--- src/rtl/iq_deser_pkg.sv ---
package iq_deser_pkg;

  typedef enum logic {
    WID_FULL   = 1'b0,
    WID_NARROW = 1'b1
  } width_sel_e;

  typedef enum logic {
    STB_PULSE = 1'b0,
    STB_LEVEL = 1'b1
  } stb_style_e;

  typedef struct packed {
    width_sel_e width;
    stb_style_e style;
  } deser_cfg_t;

endpackage

--- src/rtl/iq_strobe_framer.sv ---
module iq_strobe_framer
  import iq_deser_pkg::*;
#(
  parameter int WORD_W   = 16,
  parameter int NARROW_W = 12,
  localparam int CNT_W   = $clog2(WORD_W) + 1
) (
  input  logic             clk,
  input  logic             rst_n,
  input  logic             strobe,
  input  deser_cfg_t       cfg_in,
  output logic             start_evt,
  output logic             adv_evt,
  output logic             last_evt,
  output logic             busy,
  output logic [CNT_W-1:0] bit_cnt,
  output deser_cfg_t       act_cfg,
  output logic             err_evt,
  output logic             word_valid,
  output logic             frame_err
);

  // Number of bits in a word for a given width setting.
  function automatic logic [CNT_W-1:0] word_bits(input width_sel_e w);
    return (w == WID_NARROW) ? CNT_W'(NARROW_W) : CNT_W'(WORD_W);
  endfunction

  // Strobe level that a correct transmitter drives at bit index idx (idx >= 1).
  function automatic logic strobe_expect(input stb_style_e s,
                                         input logic [CNT_W-1:0] idx,
                                         input logic [CNT_W-1:0] nbits);
    return (s == STB_LEVEL) ? (idx < (nbits >> 1)) : 1'b0;
  endfunction

  logic             strb_prev;
  logic [CNT_W-1:0] act_bits;
  logic             shape_bad;

  assign act_bits  = word_bits(act_cfg.width);
  assign start_evt = strobe & ~strb_prev;
  assign adv_evt   = busy & ~start_evt;
  assign last_evt  = adv_evt & (bit_cnt == act_bits - CNT_W'(1));
  assign shape_bad = adv_evt & (strobe != strobe_expect(act_cfg.style, bit_cnt, act_bits));
  assign err_evt   = (busy & start_evt) | shape_bad;

  always_ff @(posedge clk) begin
    if (!rst_n) begin
      strb_prev  <= 1'b1;
      busy       <= 1'b0;
      bit_cnt    <= '0;
      act_cfg    <= '{width: WID_FULL, style: STB_PULSE};
      word_valid <= 1'b0;
      frame_err  <= 1'b0;
    end else begin
      strb_prev  <= strobe;
      word_valid <= last_evt;
      if (err_evt) frame_err <= 1'b1;
      if (start_evt) begin
        act_cfg <= cfg_in;
        busy    <= 1'b1;
        bit_cnt <= CNT_W'(1);
      end else if (last_evt) begin
        busy    <= 1'b0;
        bit_cnt <= '0;
      end else if (adv_evt) begin
        bit_cnt <= bit_cnt + CNT_W'(1);
      end
    end
  end

endmodule

--- src/rtl/iq_lane_shift.sv ---
module iq_lane_shift #(
  parameter int WORD_W   = 16,
  parameter int NARROW_W = 12
) (
  input  logic              clk,
  input  logic              rst_n,
  input  logic              din,
  input  logic              start_evt,
  input  logic              adv_evt,
  input  logic              last_evt,
  input  logic              narrow,
  output logic [WORD_W-1:0] word
);

  localparam int PAD_W = WORD_W - NARROW_W;

  // Left-justify a narrow sample, zero-filling the low bits.
  function automatic logic [WORD_W-1:0] fill_word(input logic [WORD_W-1:0] raw,
                                                  input logic narrow_sel);
    return narrow_sel ? {raw[NARROW_W-1:0], {PAD_W{1'b0}}} : raw;
  endfunction

  logic [WORD_W-1:0] sh;
  logic [WORD_W-1:0] sh_next;

  assign sh_next = {sh[WORD_W-2:0], din};

  always_ff @(posedge clk) begin
    if (!rst_n) begin
      sh   <= '0;
      word <= '0;
    end else begin
      if (start_evt)     sh <= {{(WORD_W-1){1'b0}}, din};
      else if (adv_evt)  sh <= sh_next;
      if (last_evt) word <= fill_word(sh_next, narrow);
    end
  end

endmodule

--- src/rtl/iq_lane_deser.sv ---
module iq_lane_deser
  import iq_deser_pkg::*;
#(
  parameter int WORD_W   = 16,
  parameter int NARROW_W = 12
) (
  input  logic              clk,
  input  logic              rst_n,
  input  logic              strobe,
  input  logic              lane_i,
  input  logic              lane_q,
  input  logic              cfg_narrow,
  input  logic              cfg_level,
  output logic [WORD_W-1:0] i_word,
  output logic [WORD_W-1:0] q_word,
  output logic              word_valid,
  output logic              frame_err
);

  localparam int CNT_W   = $clog2(WORD_W) + 1;
  localparam int N_LANES = 2;

  deser_cfg_t       cfg_pins;
  deser_cfg_t       act_cfg;
  logic             start_evt;
  logic             adv_evt;
  logic             last_evt;
  logic             busy;
  logic             err_evt;
  logic             act_narrow;
  logic             act_level;
  logic [CNT_W-1:0] bit_cnt;
  logic [N_LANES-1:0]           lane_bits;
  logic [N_LANES-1:0][WORD_W-1:0] lane_words;

  assign cfg_pins   = '{width: width_sel_e'(cfg_narrow), style: stb_style_e'(cfg_level)};
  assign act_narrow = (act_cfg.width == WID_NARROW);
  assign act_level  = (act_cfg.style == STB_LEVEL);
  assign lane_bits  = {lane_q, lane_i};

  iq_strobe_framer #(.WORD_W(WORD_W), .NARROW_W(NARROW_W)) u_framer (
    .clk        (clk),
    .rst_n      (rst_n),
    .strobe     (strobe),
    .cfg_in     (cfg_pins),
    .start_evt  (start_evt),
    .adv_evt    (adv_evt),
    .last_evt   (last_evt),
    .busy       (busy),
    .bit_cnt    (bit_cnt),
    .act_cfg    (act_cfg),
    .err_evt    (err_evt),
    .word_valid (word_valid),
    .frame_err  (frame_err)
  );

  for (genvar g = 0; g < N_LANES; g++) begin : g_lane
    iq_lane_shift #(.WORD_W(WORD_W), .NARROW_W(NARROW_W)) u_shift (
      .clk       (clk),
      .rst_n     (rst_n),
      .din       (lane_bits[g]),
      .start_evt (start_evt),
      .adv_evt   (adv_evt),
      .last_evt  (last_evt),
      .narrow    (act_narrow),
      .word      (lane_words[g])
    );
  end

  assign i_word = lane_words[0];
  assign q_word = lane_words[1];

endmodule

--- config.mk ---
export PLATFORM = sky130hd
export DESIGN_NAME = iq_lane_deser
export DESIGN_NICKNAME = d
export VERILOG_FILES = /design/src/rtl/iq_deser_pkg.sv /design/src/rtl/iq_strobe_framer.sv /design/src/rtl/iq_lane_shift.sv /design/src/rtl/iq_lane_deser.sv
export SDC_FILE = /design/constraint.sdc
export NUM_CORES = 1
export LEC_CHECK = 0
export BUFFER_PORTS_ARGS = -buffer_cell sky130_fd_sc_hd__buf_2
export CAP_MARGIN = 20
export CORE_AREA = 2 2 88 69
export DETAILED_ROUTE_END_ITERATION = 6
export DIE_AREA = 0 0 90 71
export PLACE_DENSITY = 0.77
export SLEW_MARGIN = 25
export SYNTH_ARGS = -nofsm -noshare
export SYNTH_HDL_FRONTEND = slang
export SYNTH_SLANG_ARGS = --single-unit
--- constraint.sdc ---
create_clock -name clk -period 2.86 [get_ports clk]
set_input_delay 0.572 -clock clk [delete_from_list [all_inputs] [get_ports clk]]
set_output_delay 0.572 -clock clk [all_outputs]
set_load 0.02 [all_outputs]
# Word level (Yosys, flattened, before mapping)
# Index checks and enable logic that the tools add are counted.
# totals
word_cells,46
out_inout_bits,34
in_bits,7
reg_bits,73
# op_classes
n_mux,13
n_bitwise,9
add_sub_neg,2
reduce_logical,5
n_eq_ne,2
magnitude_cmp,1
# op_table
op,n
$mux W16,2
$mux W1,10
$add A5 B1 Y5 const B,1
$and A1 B1 Y1,5
$eq A5 B5 Y1,1
$lt A5 B4 Y1,1
$mux W5,1
$sub A5 B1 Y5 const B,1
$reduce_bool A2 Y1,2
$not A1 Y1,3
$reduce_bool A3 Y1,1
$reduce_or A3 Y1,1
$reduce_or A2 Y1,1
$ne A1 B1 Y1,1
$or A1 B1 Y1,1

# Depth between registers and ports, before layout
# Gate-level depths: netlist of the first run.
# depth
ltp_word,7
depth_mapped,9
mapped_depth_nobuf,6

# Hierarchy
# Synthesis of the first run repeated with hierarchy kept, for this count alone.
# unflattened
hier_cells,314
hier_area_um2,3060.4
# by_module_without_submodules
module,cells_each,area_each_um2,instances,seq_area_each_um2
iq_lane_shift,120,1223.7,2,620.6
iq_strobe_framer,74,613.1,1,220.2

# Worst setup path after synthesis of the first run
# OpenSTA, ideal clock, no wires.
# synth_path
path_kind,register to register
start,"reg, netlist name u_framer.act_cfg[1]"
end,reg g_lane[0].u_shift.word[12]
required_ns,2.744
slack_ns,0.799
t_arrival_ns,1.944
period_less_slack_ns,2.061
setup_time_ns,0.116
path_stages_with_launch,10
n_path_buf,3
path_cell_list,dfxtp_1 > buf_2 > clkinv_1 > ha_1 > nand4bb_1 > nor3_2 > buf_4 > buf_6 > nand2_1 > o211a_1
# synth_via
elab_chain_len,4
elab_cells_between_ends,5
cone_classes,1 x add/sub; 1 x eq/ne; 2 x mux; 1 x bitwise
# synth_lines
item,line_no,text
$mux W5,iq_strobe_framer.sv:25,return (w == WID_NARROW) ? CNT_W'(NARROW_W) : CNT_W'(WORD_W);
$sub A5 B1 Y5,iq_strobe_framer.sv:42,assign last_evt = adv_evt & (bit_cnt == act_bits - CNT_W'(1));
$eq A5 B5 Y1,iq_strobe_framer.sv:42,
$and A1 B1 Y1,iq_strobe_framer.sv:42,
end signal: assignment,iq_lane_shift.sv:35,"if (last_evt) word <= fill_word(sh_next, narrow);"
end: declaration,iq_lane_shift.sv:12,output logic [WORD_W-1:0] word
# Several ways; a longest one is shown, not always the timed one.
# A chain may end at the register's enable or synchronous reset.

# Worst setup path in the final report of the first run
# layout_path
start,"reg, netlist name u_framer.act_cfg[1]"
end,reg g_lane[0].u_shift.word[0]
# layout_via
elab_chain_len,4
elab_cells_between_ends,5
cone_classes,1 x add/sub; 1 x eq/ne; 2 x mux; 1 x bitwise
# layout_lines
item,line_no
$mux W5,iq_strobe_framer.sv:25
$sub A5 B1 Y5,iq_strobe_framer.sv:42
$eq A5 B5 Y1,iq_strobe_framer.sv:42
$and A1 B1 Y1,iq_strobe_framer.sv:42
# Several ways; a longest one is shown, not always the timed one.

==> impl_summary.log, run 1 <==
[metrics] Critical Path RT: 3140 ps
[metrics] Fillers: between 400 and 500
[metrics] post-synthesis area per instance: between 9 and 10 um^2
[metrics] total clock sinks: 73
[metrics] async set or reset register ratio after synthesis: 0%
[metrics] mean routed wirelength per cell: 14.1 um
[metrics] CP top delay family: simple AND/OR/NAND/NOR gates
[metrics] highest ir drop seen on vdd: around 0.00033 V
[metrics] number of vias in the routed layout: ~2.3k
[metrics] hold depth: 2
[metrics] Critical Path Source Type: flip-flop
[metrics] top cells by area in the synthesized netlist: sky130_fd_sc_hd__dfxtp_1 48%, sky130_fd_sc_hd__mux2i_1 18%, sky130_fd_sc_hd__o211a_1 8.0%
[metrics] sequential element share of the synthesized area: around half
[metrics] TritonCTS clock tree: yes
[metrics] Vert. Die Dim: ~71 um
[metrics] Worst Reg-to-Reg Cells: 7
[metrics] setup slack of the most critical reg-to-reg path: between 700 and 800 ps
[metrics] Final HPWL DP: 3910 um
[metrics] Hold Crit Class: reg -> reg
[metrics] net count after synthesis: roughly 320
[metrics] Clock Latency Late Sink: 350 ps
[metrics] clock input transition at the sequential cells of the worst setup and hold paths: 80 ps
[metrics] cell with the largest stage delay on the worst path: sky130_fd_sc_hd__ha_1
[metrics] gpl congestion: 0.855
[metrics] final cycle utilization of the critical path: approximately three quarters
[metrics] share of power burned in registers: 51.0%
[metrics] Layout Nets: between 300 and 400
[metrics] switching share of total power: around a fifth
[metrics] clock buffer depth: 2
[metrics] Setup violations, final: 0
[metrics] share of total power in the clock network: between 40% and 50%
[metrics] floorplan row count: 24
[metrics] outcome: finished clean
[metrics] Worst-Margin Slew: about 440 ps
[metrics] number of DRC markers in iteration 0: about 170
[metrics] Hold Path Origin: g_lane[1].u_shift.word[3]$_SDFFE_PN0P_
[metrics] total negative slack: 0 ps
[metrics] net switching power: ~0.00043 W
[metrics] die extent in x: roughly 90 um
[metrics] effective utilization at floorplan: around 54%
[metrics] most common cell in the netlist: sky130_fd_sc_hd__dfxtp_1
[metrics] total standard cell area after synthesis: 3020 um^2
[metrics] count of max-cap constraint violations: 0
[metrics] number of detailed-route iterations in the first pass: 4
[metrics] CP Data Arrival Time: 2400 ps
[metrics] clock period minus final worst setup slack: approximately 2100 ps
[metrics] via count of the first global-routing pass: ~2.1k
[metrics] count of final hold-check violations: 0
[metrics] kind of capture point of the worst setup path: flip-flop
[metrics] number of pins exceeding their max-slew limit in the final report: 0
[metrics] initial antenna violation count: 0
[metrics] number of primary I/O pins: slightly above 40
[metrics] Pint: roughly 0.0016 W
[metrics] sum of buffers and inverters on the critical path: 2
[metrics] total power per unit cell area: about 580 nW/um^2
[metrics] total length of routed wires: ~6000 um
[metrics] highest clock rate: about 0.47 GHz
[metrics] placed cell count: ~410
[metrics] deepest level of the CTS H-tree: 3
[metrics] share of final-layout standard cells stronger than drive strength 1: 18.5%
[metrics] maximum clock skew at final layout: between 8 and 9 ps
[metrics] share of power burned in combinational logic: under 10%
[metrics] clock root buffer: sky130_fd_sc_hd__clkbuf_8
[metrics] largest driver fanout on the critical path: 32
[metrics] dpl ws: roughly 750 ps
[metrics] worst relative slew slack: a little over two thirds
[metrics] area of the die: approximately 6400 um^2
[metrics] cell type with the largest total area after synthesis: sky130_fd_sc_hd__dfxtp_1
[metrics] non-filler instance count after layout: around 420
[metrics] Ant. Diodes: 0
[metrics] Yosys Warn Count: 0
[metrics] most frequent cells after synthesis: 73 x sky130_fd_sc_hd__dfxtp_1, 53 x sky130_fd_sc_hd__mux2i_1, 44 x sky130_fd_sc_hd__nand2_1
[metrics] Worst Path Class, Setup: reg -> reg
[metrics] WHS Endpoint: g_lane[1].u_shift.word[3]$_SDFFE_PN0P_
[metrics] pin count of the biggest net entering global routing: 33
[metrics] number of vias per cell after detailed routing: between 5 and 6
[metrics] Post-CTS Hold Buffers: 0
[metrics] post-layout worst setup margin: about 740 ps
[metrics] cells along the critical path: clkinv_1 > ha_1 > nand4bb_1 > nor3_4 > buf_4 > nand3_1 > a21boi_1
[metrics] gate count of the mapped netlist: 306
[metrics] post-synthesis sequential element count: 73
[metrics] reg2reg end: g_lane[0].u_shift.word[0]$_SDFFE_PN0P_
[metrics] max incr delay on CP: roughly 390 ps
[metrics] sum of overflow across all layers after global routing: 0
[metrics] share of the synthesized area in the top cell type: 48.4%
[metrics] commonest register cell after synthesis: sky130_fd_sc_hd__dfxtp_1
[metrics] Static Leak: approximately 1.6 nW
[metrics] number of routed nets with antenna violations: 0
[metrics] reg2reg start: u_framer.act_cfg[1]$_SDFFE_PN0P_
[metrics] area of the core: 5590 um^2
[metrics] overall power after layout: 0.00202 W
[metrics] setup fix buffers added after clock tree synthesis: 0
[metrics] RSZ-0062 raised after global routing: false
[metrics] PostCTS Resize Cnt: 0
[metrics] Buffers on Ports: 40
[metrics] global-route wire length before repair: ~10000 um
[metrics] clock buffer count from CTS: 9
[metrics] Post-synth EDFFs: 0
[metrics] Layout area overhead: 15.5%
[metrics] final routed DRC violation total: 0
[metrics] post-synthesis cell type count: 30
[metrics] total routing usage reported by global routing: 20.6%
==> metal layers <==
| metal | track usage [%] | vias to the layer above | wire length (um) |
|---|---|---|---|
| li1 | - | 1136 | - |
| met1 | 28.5 | 1069 | 3060 |
| met2 | 29.9 | 59 | 2490 |
| met3 | 7.67 | 11 | 328 |
| met4 | 7.35 | 0 | 108 |
| met5 | 0 | - | 0 |
==> cells in the final DEF, fill, tap and decap left out, drive strengths merged, types with 2 or more instances in the layout <==
cell      instances
buf              46
ha                3
nand3            12
clkinvlp          2
o211a            24
nand2            44
inv               2
nor2             31
or3               2
clkbuf           12
nand2b            2
a21oi             5
o21ai             6
dfxtp            73
bufinv            2
and2              3
a21boi           13
mux2i            53
==> through the flow <==
step           hold slack [ps]  cell area, um^2  util [%]
6_report                   446             3490      62.4
5_1_grt                    455             3490      62.4
2_1_floorplan              444             3020         -
4_1_cts                    448             3490      62.4
3_5_place_dp               439             3260      58.3
3_3_place_gp               436             3260      58.3
==> worst min-delay path, stage by stage, from the launching register on <==
cell and delay, ps:
sky130_fd_sc_hd__dfxtp_1 310, sky130_fd_sc_hd__nand2_1 50, sky130_fd_sc_hd__a21boi_1 50
==> kinds of logic (layout without fill, tap and decap cells) <==
group | after synthesis | in the layout | synth area share [%]
AOI/OAI and AO/OA | 51 | 51 | 13.8
adders and majority gates | 3 | 3 | 1.24
buffers and inverters | 25 | 65 | 4.14
DFF | 73 | 73 | 48.4
muxes | 53 | 53 | 17.6
and+or+nand+nor | 101 | 101 | 14.9
==> sequential cells by signal (all words and copies together), names as in the netlist <==
| name | cells |
|---|---|
| g_lane.u_shift.sh | 30 |
| u_framer.word_valid | 1 |
| g_lane.u_shift.word | 32 |
| u_framer.act_cfg | 2 |
| u_framer.busy | 1 |
| u_framer.frame_err | 1 |
| u_framer.strb_prev | 1 |
| u_framer.bit_cnt | 5 |
==> layout make-up <==
| class | instances | area (um^2) | area share (%) |
|---|---|---|---|
| flip-flops and latches | 73 | 1460 | 41.9 |
| multi-input cells | 208 | 1440 | 41.3 |
| repair buffers | 46 | 245 | 7.03 |
| clock buffers | 12 | 155 | 4.45 |
| well taps | 78 | 97.6 | 2.80 |
| clock inverters | 4 | 75.1 | 2.15 |
| inverters | 3 | 11.3 | 0.323 |
==> how the worst max path moves through the flow <==
stage / startpoint / end / slack, ps / depth (start not counted)
5_1_grt: u_framer.act_cfg[1]$_SDFFE_PN0P_ / g_lane[0].u_shift.word[2]$_SDFFE_PN0P_ / 540 / 7
4_1_cts: u_framer.act_cfg[1]$_SDFFE_PN0P_ / g_lane[0].u_shift.word[1]$_SDFFE_PN0P_ / 720 / 7
3_5_place_dp: u_framer.act_cfg[1]$_SDFFE_PN0P_ / g_lane[0].u_shift.word[1]$_SDFFE_PN0P_ / 750 / 7
3_3_place_gp: u_framer.act_cfg[1]$_SDFFE_PN0P_ / g_lane[0].u_shift.word[2]$_SDFFE_PN0P_ / 820 / 7
2_1_floorplan: u_framer.act_cfg[1]$_SDFFE_PN0P_ / g_lane[0].u_shift.word[12]$_SDFFE_PN0P_ / 800 / 9
6_report: u_framer.act_cfg[1]$_SDFFE_PN0P_ / g_lane[0].u_shift.word[0]$_SDFFE_PN0P_ / 740 / 7
==> power by group through the flow <==
stage / Combinational, W / Sequential (W) / Clock [W]
6_report: 0.0000753 / 0.00103 / 0.000916
4_1_cts: 0.0000749 / 0.00103 / 0.000936
3_5_place_dp: 0.0000747 / 0.00106 / 0
5_1_grt: 0.0000828 / 0.00103 / 0.000987
2_1_floorplan: 0.0000611 / 0.00105 / 0
3_3_place_gp: 0.0000738 / 0.00106 / 0
No activity file was read; power rests on OpenSTA's default activity.
==> inputs of run 2 (changes only) <==
- ABC_AREA: not set -> 1
- CORE_AREA: 2 2 88 69 -> 2 2 91 71
- DIE_AREA: 0 0 90 71 -> 0 0 93 73
- PLACE_DENSITY: 0.77 -> 0.72
- clock period: 2.86 -> 1.7 ns (I/O delays scaled with it)
==> run 2 against run 1 <==
Compared with the run above: combinational power grew to 3.1 times the previous value; first-iteration DRC count down 2.3%; clock-buffer cell count is 3 lower; power increased by 87%; wire length is 5.2% higher; non-clock buffer count rose by 3; design area fell by 2.7%; largest power group unchanged.
==> impl_summary.log, run 2 <==
[metrics] Final HPWL DP: around 4200 um
[metrics] floorplan row count: 25
[metrics] area of the core: approximately 6000 um^2
[metrics] effective utilization at floorplan: around 48%
[metrics] net switching power: 0.000834 W
[metrics] Worst Path Class, Setup: reg -> reg
[metrics] pin count of the biggest net entering global routing: 49
[metrics] share of power burned in combinational logic: 6.2%
[metrics] most common cell in the netlist: sky130_fd_sc_hd__dfxtp_1
[metrics] clock root buffer: sky130_fd_sc_hd__clkbuf_8
[metrics] fraction of the mapped netlist area in compound gates: between 20% and 30%
[metrics] fraction of the mapped netlist area in adder cells: about 1.3%
[metrics] number of detailed-route iterations in the first pass: 4
[metrics] outcome: finished clean
[metrics] portion of netlist area occupied by mux cells: 0%
[metrics] post-synthesis cell type count: 24
[metrics] count of final hold-check violations: 0
[metrics] switching share of total power: between 20 and 25%
[metrics] Critical Path Source Type: flip-flop
[metrics] TritonCTS clock tree: yes
[metrics] die extent in x: 93 um
[metrics] total power per unit cell area: 1120 nW/um^2
[metrics] sequential element share of the synthesized area: between 50% and 60%
[metrics] gpl congestion: 0.890
[metrics] number of pins exceeding their max-slew limit in the final report: 0
[metrics] total standard cell area after synthesis: around 2900 um^2
[metrics] clock buffer depth: 2
[metrics] clock period minus final worst setup slack: between 1500 and 2000 ps
[metrics] number of routed nets with antenna violations: 0
[metrics] Hold Crit Class: in -> reg
[metrics] mean routed wirelength per cell: 12.9 um
[metrics] area of all sequential standard cells: between 1000 and 1500 um^2
[metrics] Layout area overhead: 18.2%
[metrics] kind of capture point of the worst setup path: flip-flop
[metrics] highest clock rate: approximately 0.62 GHz
[metrics] share of total power in the clock network: a little under half
[metrics] area of the die: between 6000 and 7000 um^2
[metrics] max FFs per register: 32
[metrics] gate count of the mapped netlist: ~370
[metrics] Setup violations, final: 0
[metrics] post-synthesis sequential element count: 73
[metrics] top library cells by usage in the layout, fill and taps aside: 73 x sky130_fd_sc_hd__dfxtp_1, 66 x sky130_fd_sc_hd__o21ai_0, 42 x sky130_fd_sc_hd__nand2_1
[metrics] total clock sinks: 73
[metrics] top cells by area in the synthesized netlist: sky130_fd_sc_hd__dfxtp_1 51%, sky130_fd_sc_hd__o21ai_0 12%, sky130_fd_sc_hd__nand3_1 6.5%
[metrics] worst relative slew slack: between 60 and 70%
[metrics] placed cell count: 472
[metrics] via count of the first global-routing pass: 2302
[metrics] share of final-layout standard cells stronger than drive strength 1: a little under a fifth
[metrics] cell with the largest stage delay on the worst path: sky130_fd_sc_hd__dfxtp_1
[metrics] max incr delay on CP: 410 ps
[metrics] total routing usage reported by global routing: ~20%
[metrics] Multi-input gate area: 1140 um^2
[metrics] Layout Nets: ~410
[metrics] CP top delay family: simple AND/OR/NAND/NOR gates
[metrics] RSZ-0062 raised after global routing: false
[metrics] commonest register cell after synthesis: sky130_fd_sc_hd__dfxtp_1
[metrics] cell type with the largest total area after synthesis: sky130_fd_sc_hd__dfxtp_1
[metrics] cells along the critical path: ha_1 > nor2_1 > nand3_2 > nor2_4 > nand2_2 > buf_4 > o21ai_0
[metrics] Fillers: around 590
[metrics] number of primary I/O pins: 41
[metrics] number of DRC markers in iteration 0: approximately 170
[metrics] combinational family with the most area after synthesis: compound AO/OA/AOI/OAI gates
[metrics] hold slack: around 220 ps
[metrics] overall power after layout: between 0.003 and 0.004 W
[metrics] clock input transition at the sequential cells of the worst setup and hold paths: 80 ps
[metrics] post-detailed-placement cell area: 3120 um^2
[metrics] xor and xnor fraction of the mapped netlist area: 0.305%
[metrics] Post-CTS Hold Buffers: 0
[metrics] number of vias in the routed layout: 2503
[metrics] post-layout worst setup margin: between 90 and 100 ps
[metrics] sum of overflow across all layers after global routing: 0
[metrics] final routed DRC violation total: 0
[metrics] clock buffer count from CTS: 9
[metrics] setup fix buffers added after clock tree synthesis: 0
[metrics] Vert. Die Dim: about 73 um
[metrics] largest driver fanout on the critical path: 12
[metrics] Critical Path RT: about 2000 ps
[metrics] Yosys Warn Count: 0
[metrics] non-filler instance count after layout: around 500
[metrics] count of max-cap constraint violations: 0
[metrics] number of vias per cell after detailed routing: between 5 and 6
[metrics] dpl ws: -43.1 ps
[metrics] initial antenna violation count: 0
[metrics] simple logic cell fraction of the synthesized area: between 15 and 20%
[metrics] most common cell after layout, fill and taps aside: sky130_fd_sc_hd__dfxtp_1
[metrics] Buffers on Ports: 40
[metrics] highest ir drop seen on vdd: between 0.0006 and 0.0007 V
[metrics] final cycle utilization of the critical path: a little over nine tenths
[metrics] total length of routed wires: between 6000 and 7000 um
[metrics] share of power burned in registers: between 40% and 50%
[metrics] net count after synthesis: approximately 380
[metrics] Clock Latency Late Sink: ~340 ps
[metrics] share of the synthesized area in the top cell type: 50.9%
[metrics] sum of buffers and inverters on the critical path: 1
[metrics] Static Leak: around 1.4 nW
[metrics] Largest regs: g_lane.u_shift.word x32, g_lane.u_shift.sh x30, u_framer.bit_cnt x5
[metrics] deepest level of the CTS H-tree: 3
[metrics] CP Data Arrival Time: roughly 1900 ps
[metrics] Post-synth EDFFs: 0
[metrics] Top reg by flops: g_lane.u_shift.word
[metrics] final design instance area without fill: 3390 um^2
[metrics] post-synthesis area per instance: between 7 and 8 um^2
[metrics] most frequent cells after synthesis: 73 x sky130_fd_sc_hd__dfxtp_1, 67 x sky130_fd_sc_hd__o21ai_0, 43 x sky130_fd_sc_hd__nand2_1
[metrics] Worst-Margin Slew: ~460 ps
[metrics] maximum clock skew at final layout: roughly 5.7 ps
[metrics] Ant. Diodes: 0
[metrics] async set or reset register ratio after synthesis: 0%
[metrics] global-route wire length before repair: around 11000 um
[metrics] Pint: 0.00296 W
==> run 2: cell types whose count changed in the layout (fill, tap and decap cells not counted), sizes merged, moves of 6 or more <==
cell / delta
a21boi: -12
o211a: -24
o21ai: +80
mux2i: -53
nand3: +25
nor2: -6
inv: +37
a21oi: +23
==> run 2: repair_timing <==
| action | in CTS | in global routing |
|---|---|---|
| gates resized for setup | 1 | 3 |
| endpoints found under the setup margin | 4 | 24 |
| pin swaps | 0 | 1 |
==> run 2: layout make-up <==
class,instances,share of cell area (%)
sequential,73,43.1
multi-input combinational,230,33.7
timing repair buffer,49,7.89
inverter,39,4.46
clock inverter,7,4.20
clock buffer,9,3.65
tap,81,2.99
==> run 2: cells by family after synthesis <==
logic type | count (synthesis)
xor gates and xnor gates | 1
AOI/OAI and AO/OA | 118
adders and majority gates | 3
and+or+nand+nor | 108
DFF | 73
buffers and inverters | 62
==> run 2: final timing paths <==
| kind | startpoint | endpoint | slack, ps | depth (start not counted) |
|---|---|---|---|---|
| worst min-delay path | strobe | u_framer.strb_prev$_SDFF_PN1_ | 220 | 3 |
| worst max register to register | u_framer.bit_cnt[2]$_SDFFE_PP0P_ | g_lane[1].u_shift.word[15]$_SDFFE_PN0P_ | 100 | 7 |
| worst max-delay path | u_framer.bit_cnt[2]$_SDFFE_PP0P_ | g_lane[1].u_shift.word[15]$_SDFFE_PN0P_ | 100 | 7 |
| worst min register to register | u_framer.frame_err$_SDFFE_PN0P_ | u_framer.frame_err$_SDFFE_PN0P_ | 450 | 2 |
==> run 2: worst reg2reg max path: cells and delay by family (launching register included) <==
family	cells	cell delay, ps
AND/OR/NAND/NOR	4	480
flip-flops	1	410
adder cells (fa/ha/maj)	1	270
buffers and inverters	1	190
AO/OA/AOI/OAI	1	190
==> run 2: through the flow <==
| step | utilization [%] | setup TNS (ps) |
|---|---|---|
| finish | 56.5 | 0 |
| global route | 56.5 | 0 |
| CTS | 56.4 | 0 |
| detailed placement | 51.9 | -108 |
| global placement | 51.9 | 0 |
| floorplan | - | 0 |
==> run 2: per-layer routing <==
metal	global-route usage [%]	vias up	share of wire, %
li1	-	1282	-
met1	26.6	1140	48
met2	32.3	79	44
met3	6.20	2	7.8
met4	5.88	0	0.30
met5	0	-	0
==> run 2: power by group through the flow <==
stage / clock [W] / combinational [W] / sequential [W]
finish: 0.00177 / 0.000236 / 0.00179
global route: 0.00188 / 0.000268 / 0.00179
CTS: 0.00180 / 0.000235 / 0.00179
detailed placement: 0 / 0.000233 / 0.00183
global placement: 0 / 0.000228 / 0.00183
floorplan: 0 / 0.000173 / 0.00182
